===== config.mk =====
export PLATFORM = sky130hd
export DESIGN_NAME = bkpt_bank
export DESIGN_NICKNAME = d
export VERILOG_FILES = /design/src/rtl/bkpt_pkg.sv /design/src/rtl/bkpt_regfile.sv /design/src/rtl/bkpt_cmp.sv /design/src/rtl/bkpt_irq.sv /design/src/rtl/bkpt_bank.sv
export SDC_FILE = /design/constraint.sdc
export NUM_CORES = 2
export LEC_CHECK = 0
export BUFFER_PORTS_ARGS = -buffer_cell sky130_fd_sc_hd__buf_2
export CORE_MARGIN = 2
export CORE_UTILIZATION = 45
export DETAILED_ROUTE_END_ITERATION = 7
export SLEW_MARGIN = 30
export SYNTH_ARGS = -nofsm -noshare
export SYNTH_HDL_FRONTEND = slang
export SYNTH_SLANG_ARGS = --single-unit

===== constraint.sdc =====
create_clock -name clk -period 2.2 [get_ports clk]
set_input_delay 0.11 -clock clk [delete_from_list [all_inputs] [get_ports clk]]
set_output_delay 0.11 -clock clk [all_outputs]
set_load 0.01 [all_outputs]

===== src/rtl/bkpt_pkg.sv =====
// Shared constants and types for the break address comparator bank.
// Assumes the compared field is A19..A2 of the system bus.
package bkpt_pkg;
    localparam int CMP_HI = 19;
    localparam int CMP_LO = 2;
    localparam int CMP_W  = CMP_HI - CMP_LO + 1;
    typedef logic [CMP_W-1:0] cmp_addr_t;
endpackage


===== src/rtl/bkpt_regfile.sv =====
// Entry storage and register window decode.
// Assumes window offset = {entry index, byte select}. Entries beyond N are unimplemented.
module bkpt_regfile
    import bkpt_pkg::*;
#(
    parameter int N      = 32,
    parameter int WIN_AW = 8
) (
    input  logic                  clk,
    input  logic                  rst_n,
    input  logic                  wr_en,
    input  logic [WIN_AW-1:0]     a,
    input  logic [7:0]            d,
    output logic [N-1:0]          en_o,
    output cmp_addr_t [N-1:0]     addr_o,
    output logic [7:0]            rdata
);
    localparam int IDX_W = $clog2(N);

    logic [IDX_W-1:0] sel;
    logic             in_range;

    // Decode the entry index and whether it names an implemented entry.
    always_comb begin
        sel      = a[IDX_W+1:2];
        in_range = (32'(a[WIN_AW-1:2]) < N);
    end

    // Store the enable flag and address fields at their natural bit positions.
    always_ff @(posedge clk) begin
        if (!rst_n) begin
            en_o   <= '0;
            addr_o <= '0;
        end else if (wr_en && in_range) begin
            case (a[1:0])
                2'd0: en_o[sel]          <= d[7];
                2'd1: addr_o[sel][17:14] <= d[3:0];
                2'd2: addr_o[sel][13:6]  <= d;
                default: addr_o[sel][5:0] <= d[7:2];
            endcase
        end
    end

    // Return the stored byte, with unimplemented bits as zero.
    always_comb begin
        rdata = 8'h00;
        if (in_range) begin
            case (a[1:0])
                2'd0: rdata = {en_o[sel], 7'b0};
                2'd1: rdata = {4'b0, addr_o[sel][17:14]};
                2'd2: rdata = addr_o[sel][13:6];
                default: rdata = {addr_o[sel][5:0], 2'b00};
            endcase
        end
    end
endmodule


===== src/rtl/bkpt_cmp.sv =====
// One entry comparator: enabled, ROM-qualified equality on A19..A2.
// Assumes cur_addr is already sliced to the compared field.
module bkpt_cmp
    import bkpt_pkg::*;
(
    input  logic      en,
    input  logic      rom_cs,
    input  cmp_addr_t ref_addr,
    input  cmp_addr_t cur_addr,
    output logic      match
);
    // Flag a coincidence only for enabled entries during ROM accesses.
    always_comb match = en && rom_cs && (ref_addr == cur_addr);
endmodule


===== src/rtl/bkpt_irq.sv =====
// Request and hit-vector register. Sticky until cleared, and a set beats a clear.
// Assumes match is combinational from the current bus cycle.
module bkpt_irq #(
    parameter int N = 32
) (
    input  logic         clk,
    input  logic         rst_n,
    input  logic [N-1:0] match,
    input  logic         clr,
    output logic         nmi,
    output logic [N-1:0] hit
);
    // Accumulate matches and drop the old state on a clear.
    always_ff @(posedge clk) begin
        if (!rst_n) begin
            hit <= '0;
            nmi <= 1'b0;
        end else begin
            hit <= (clr ? '0 : hit) | match;
            nmi <= (clr ? 1'b0 : nmi) | (|match);
        end
    end
endmodule


===== src/rtl/bkpt_bank.sv =====
// Top of the break address comparator bank: window decode, N comparators, request register.
// Assumes a single clock, with the bus address and rom_cs stable around each rising edge.
module bkpt_bank
    import bkpt_pkg::*;
#(
    parameter int N       = 32,
    parameter int BUS_AW  = 24,
    parameter int WIN_AW  = 8
) (
    input  logic              clk,
    input  logic              rst_n,
    input  logic              cs,
    input  logic              wr,
    input  logic [WIN_AW-1:0] a,
    input  logic [7:0]        d,
    output logic [7:0]        rdata,
    input  logic [BUS_AW-1:0] bus_addr,
    input  logic              rom_cs,
    input  logic              nmi_clr,
    output logic              nmi,
    output logic [N-1:0]      hit
);
    logic                 wr_en;
    logic                 clr;
    logic [N-1:0]         en_vec;
    cmp_addr_t [N-1:0]    ref_vec;
    cmp_addr_t            cur_addr;
    logic [N-1:0]         match;
    logic [7:0]           rd_raw;
    logic                 unused_bus;

    // Form window strobes, the compared address slice and gated read data.
    always_comb begin
        wr_en      = cs && wr;
        clr        = wr_en || nmi_clr;
        cur_addr   = bus_addr[CMP_HI:CMP_LO];
        rdata      = (cs && !wr) ? rd_raw : 8'h00;
        unused_bus = ^{bus_addr[BUS_AW-1:CMP_HI+1], bus_addr[CMP_LO-1:0]};
    end

    bkpt_regfile #(.N(N), .WIN_AW(WIN_AW)) u_regs (
        .clk    (clk),
        .rst_n  (rst_n),
        .wr_en  (wr_en),
        .a      (a),
        .d      (d),
        .en_o   (en_vec),
        .addr_o (ref_vec),
        .rdata  (rd_raw)
    );

    for (genvar g = 0; g < N; g++) begin : g_cmp
        bkpt_cmp u_cmp (
            .en       (en_vec[g]),
            .rom_cs   (rom_cs),
            .ref_addr (ref_vec[g]),
            .cur_addr (cur_addr),
            .match    (match[g])
        );
    end

    bkpt_irq #(.N(N)) u_irq (
        .clk   (clk),
        .rst_n (rst_n),
        .match (match),
        .clr   (clr),
        .nmi   (nmi),
        .hit   (hit)
    );
endmodule


# Yosys cells after proc, flatten, opt, wreduce, memory -nomap -nowiden
# Cells that the tools add are included.
# Widths: inputs -> output; s select.
[totals] reg_bits=641 input_bits=46 out_inout_bits=41 word_cells=171
[classes] n_eq_ne=34 n_reduce_logical=74 order_cmp=3 mux=22 bitwise_logic=3
[op_table] cell="$bwmux 576" count=3
[op_table] cell="$pmux 576 s3" count=1
[op_table] cell="$eq 18x18->1" count=32
[op_table] cell="$demux 18 s5" count=3
[op_table] cell="$bmux 18 s5" count=1
[op_table] cell="$logic_and 1x1->1" count=68
[op_table] cell="$mux 18" count=2
[op_table] cell="$bwmux 32" count=1
[op_table] cell="$mux 32" count=1
[op_table] cell="$or 32x32->32" count=1
[op_table] cell="$reduce_or 32->1" count=1
[op_table] cell="$pmux 8 s3" count=1
[op_table] cell="$mux 8" count=2
[op_table] cell="$mux 14" count=1
[op_table] cell="$lt 5x6->1 const B" count=1
[op_table] cell="$lt 6x6->1 const B" count=1
[op_table] cell="$mux 6" count=1
[op_table] cell="$bmux 1 s5" count=1
[op_table] cell="$demux 1 s5" count=1
[op_table] cell="$ge 5x1->1 const B" count=1
[op_table] cell="$reduce_and 2->1" count=2
[op_table] cell="$mux 1" count=3
[op_table] cell="$eq 2x1->1 const B" count=1
[op_table] cell="$eq 2x2->1 const B" count=1
[op_table] cell="other kinds (5)" count=5

# Logic depth before layout (Yosys ltp)
[logic_depth] depth_word=6 mapped_depth=10 mapped_depth_nobuf=8

# Cells and area by module
# From an unflattened synthesis, not the netlist that was laid out.
[unflattened] hier_cells=3713 hier_area_um2=36167.2
[by_module_without_submodules] module="bkpt_regfile" seq_area_each_um2=12171.7 cells_each=2786 instances=1 area_per_inst_um2=28282.1
[by_module_without_submodules] module="bkpt_cmp" seq_area_each_um2=0.0 cells_each=25 instances=32 area_per_inst_um2=205.2
[by_module_without_submodules] module="bkpt_irq" seq_area_each_um2=660.6 cells_each=117 instances=1 area_per_inst_um2=1232.4
[by_module_without_submodules] module="bkpt_bank" seq_area_each_um2=0.0 cells_each=10 instances=1 area_per_inst_um2=86.3

# Least setup slack after synthesis
# Ideal clock, no wire load.
[synth_path] path_kind="in2reg" startpoint="in a[0]" endpoint="reg u_regs.addr_o[240] in the netlist's numbering" arrival_ns=1.819 path_stages=10 setup_time_ns=0.065 required_ns=2.135 path_buffers=3 setup_slack_ns=0.316 path_cell_list="inv_1 -> ha_1 -> clkbuf_1 -> and2_2 -> buf_2 -> nand2_2 -> buf_4 -> o21ai_1 -> a22oi_1 -> nor2_1"
[synth_via] elab_chain_len=3 elab_cells_between_ends=6 cone_classes="2 x eq/ne; 1 x mux; 1 x bitwise; 2 x reduce/logical"
[synth_rtl] item="from (decl)" line="bkpt_bank.sv:14" rtl="input logic [WIN_AW-1:0] a,"
[synth_rtl] item="branches (longest 3 deep; another with $pmux 576 s3)"
[synth_rtl] item="to (signal, indexed assignment)" line="bkpt_regfile.sv:37" rtl="2'd1: addr_o[sel][17:14] <= d[3:0];"
[synth_rtl] item="to (signal, indexed assignment)" line="bkpt_regfile.sv:39" rtl="default: addr_o[sel][5:0] <= d[7:2];"
[synth_rtl] item="to (decl)" line="bkpt_regfile.sv:15" rtl="output cmp_addr_t [N-1:0] addr_o,"
# Parallel ways; which one is timed is not known.
# A chain may end at the register's enable or synchronous reset.

# Worst setup path after layout
[layout_path] startpoint="reg u_regs.en_o[27]" endpoint="out rdata[7]"
[layout_via] elab_chain_len=5
[layout_rtl] item="from (decl)" line="bkpt_regfile.sv:14" rtl="output logic [N-1:0] en_o,"
[layout_rtl] item="from (signal, indexed assignment)" line="bkpt_regfile.sv:36" rtl="2'd0: en_o[sel] <= d[7];"
[layout_rtl] item="$bmux 1 s5" line="bkpt_regfile.sv:49" rtl="2'd0: rdata = {en_o[sel], 7'b0};"
[layout_rtl] item="$mux 1 (not written as such)" line="bkpt_regfile.sv:49"
[layout_rtl] item="$pmux 8 s3" line="bkpt_regfile.sv:48" rtl="case (a[1:0])"
[layout_rtl] item="$mux 8" line="bkpt_regfile.sv:47" rtl="if (in_range) begin"
[layout_rtl] item="$mux 8" line="bkpt_bank.sv:37" rtl="rdata = (cs && !wr) ? rd_raw : 8'h00;"
[layout_rtl] item="to (decl)" line="bkpt_bank.sv:16" rtl="output logic [7:0] rdata,"
# Every way passes these cells. The select of a mux whose other input is x is not followed.

==> impl_metrics.yaml <==
status:
  status: "finished with violations"
  violations: "negative setup slack"
finish:
  utilization: 0.573
  drive_above_1_share: 0.286
  area_growth_pct: 26.8
  layout.cells.non_filler: 5220
  final_area_um2: 43300
  final_cell_mix: "668 x buf_4, 637 x nor2_1, 609 x dfxtp_1"
  final_common_cell: "buf_4"
  seqCellArea_um2: 12900
  nFillCells: 6691
  multiInputGateArea_um2: 19800
  fin_nets: 4235
setup_path:
  crit_chain: "mux4_2 > a22oi_2 > buf_4 > nand4_1 > a221oi_1 > a211oi_1 > buf_4 > buf_6"
  endpoint: "rdata[7]"
  cp.arrival_ns: 2.70
  critPathKind: "reg2out"
  start_kind: "register"
  worst-path-buf-inv: 3
  end_kind: "primary output"
  timing.rr.end: "u_irq.nmi$_SDFF_PN0_"
  crit_fanout: 2
  critPathMostFrequentCell: "buf_4"
  reg2reg_from: "u_regs.addr_o[455]$_SDFFE_PN0P_"
  cp.required_ns: 2.09
  crit_start: "u_regs.en_o[27]$_SDFFE_PN0P_"
  critPathTopFamily: "compound AO/OA/AOI/OAI gates"
  max_stage_delay_ns: 0.53
  reg2reg_depth: 8
  ff2ff_setup_slack_ns: -0.20
  path_depth: 8
  worst_path_max_delay_cell: "mux4_2"
logic_synthesis:
  yosys_warnings: 0
  synth.distinct_cells: 56
  async_reset_ff_frac: 0
  syn_avg_cell_area_um2: 9.37
  synth-edff-count: 0
  syn_nets: 3695
  netlist_instances: 3645
  ys_seq_area_frac: 0.376
  syn_area_um2: 34200
  ys_seq_elements: 641
  ys.flop_type: "dfxtp_1"
grt:
  grt_usage: 0.409
  grt_max_degree: 93
  first_global_vias: 31900
  grt_antenna_before_repair: 7
  grt_pass1_wl_mm: 231
  gr-total-overflow: 0
timing:
  fin_crit_ns: 2.81
  setup_viol: 9
  grt_setup_unrepaired: "yes"
  hold_viol_final: 0
  layout_setup_ws_ns: -0.607
  worst_pin_slew_ns: 1.00
  slew_headroom: 0.324
  final.period_utilization: 1.28
  finalClockSkew_ns: 0.0302
  fmax_ghz: 0.356
  slew_viol_final: 0
placement:
  dp_hpwl_mm: 123
  gp_congestion: 1.10
  dpl.cell_count: 5073
  dpl_cell_area_um2: 40400
  numPortBuffers: 80
floorplanning:
  fp.coreArea_um2: 75600
  die_h_um: 280
  die_width_um: 280
  rows: 101
  die_area_um2: 78100
  io_pins: 87
  initial_core_util: 0.452
drt:
  vias_per_cell: 6.48
  antenna_left: 0
  drt_first_pass_iters: 6
  wirelength_mm: 163
  route.detailed.drc: 0
  drt-initial-drc-count: 5372
  vias: 33800
  drt-wirelength-per-cell_um: 31.3
power:
  irDropWorstVdd_mv: 0.634
  total_power_mw: 27.5
  cellPowerDensity_nw_per_um2: 635
  power.leakage_nw: 17.6
run:
  cap_violations: 0
clocking:
  insertion_delay_ns: 0.66
  cts_tree: "built"
  cts.sinks: 641
  clk_pin_slew_ns: 0.06
  ctsRootBufferMaster: "clkbuf_16"
  h-tree-depth: 3
  cts_buffers: 75
  cts_buffer_depth: 3
worst_hold_path:
  hold_class: "in2reg"
[cell usage after synthesis (all sizes together) (3+ instances only)]
cell type / n / area, µm²
xnor2: 100 / 876
nor2: 644 / 2420
dfxtp: 641 / 12800
a31oi: 4 / 25.0
and2: 10 / 63.8
o221ai: 3 / 26.3
nand4: 68 / 425
buf: 183 / 1130
nor4: 109 / 682
or4: 12 / 90.1
nor3: 40 / 265
nand2: 109 / 414
xor2: 476 / 4170
o21ai: 114 / 608
a211oi: 3 / 22.5
a32oi: 78 / 683
a22oi: 548 / 4110
a22o: 3 / 26.3
a41oi: 4 / 35.0
or3: 4 / 25.0
inv: 8 / 30.0
clkbuf: 179 / 694
and3: 13 / 81.3
mux4: 156 / 3580
a221oi: 3 / 26.3
mux2i: 14 / 140
o22ai: 5 / 31.3
nand3: 44 / 230
a21oi: 57 / 285
ha: 4 / 50.1
[area by class of cell]
type,instances,area share
inverter,8,0.000866
multi-input combinational,2634,0.457
tap,978,0.0282
clock inverter,24,0.00621
timing repair buffer,825,0.159
clock buffer,109,0.0516
antenna,1,0.0000578
sequential,641,0.297
[flip-flops by register name, summed over array words and instances, names as in the netlist]
| register | flops |
|---|---|
| u_regs.addr_o | 576 |
| u_irq.hit | 32 |
| u_regs.en_o | 32 |
| u_irq.nmi | 1 |
[cell families after synthesis]
family / synth area share
xor gates and xnor gates: 0.148
buffers and inverters: 0.0542
and+or+nand+nor: 0.139
AOI/OAI and AO/OA: 0.173
adders and majority gates: 0.00147
muxes: 0.109
DFF: 0.376
[worst min-delay path by stage]
stage	cells past startpoint	from	endpoint	slack (ns)
finish	5	cs	u_irq.hit[21]$_SDFF_PN0_	0.05
global route	3	d[1]	u_regs.addr_o[115]$_SDFFE_PN0P_	0.05
CTS	3	d[0]	u_regs.addr_o[330]$_SDFFE_PN0P_	0.04
detailed placement	2	u_irq.hit[23]$_SDFF_PN0_	u_irq.hit[23]$_SDFF_PN0_	0.44
global placement	2	u_irq.hit[31]$_SDFF_PN0_	u_irq.hit[31]$_SDFF_PN0_	0.44
floorplan	3	nmi_clr	u_irq.hit[0]$_SDFF_PN0_	0.34
[through the flow]
| step | TNS (ns) | hold slack, ns | setup slack (ns) |
|---|---|---|---|
| 6_report | -4.19 | 0.0473 | -0.607 |
| 3_3_place_gp | -27.73 | 0.438 | -0.509 |
| 2_1_floorplan | 0 | 0.340 | 0.316 |
| 5_1_grt | -4.32 | 0.0503 | -0.626 |
| 3_5_place_dp | -36.54 | 0.442 | -0.530 |
| 4_1_cts | -3.82 | 0.0377 | -0.578 |
[worst register-to-register path: cells and delay by family, from the launching register on]
family                    cells  cell delay, ns
DFF                           1            0.32
and+or+nand+nor               5            1.38
xor gates and xnor gates      1            0.19
buffers and inverters         1            0.14
AOI/OAI and AO/OA             1            0.25
[power by group]
part	switching, mW	leakage (nW)	internal, mW
Sequential	0.00662	5.18	11.6
Combinational	1.94	11.2	1.04
Clock	5.38	1.23	7.54
Total	7.33	17.6	20.2
[per-layer routing]
metal / track usage / vias up / routed length (µm)
met4: 0.246 / 10 / 11800
li1: - / 14400 / -
met1: 0.543 / 16300 / 63200
met2: 0.593 / 2554 / 67600
met5: 0.0119 / - / 164
met3: 0.107 / 559 / 20600
[what timing repair did]
| item | in CTS | in global routing |
|---|---|---|
| setup buffers | 6 | 2 |
| endpoints found under the setup margin | 9 | 9 |
| hold buffers | 7 | 0 |
| gates resized for setup | 80 | 27 |
| endpoints found under the hold margin | 57 | 0 |
| pin swaps | 27 | 17 |
Power figures use the tool's default switching activity.
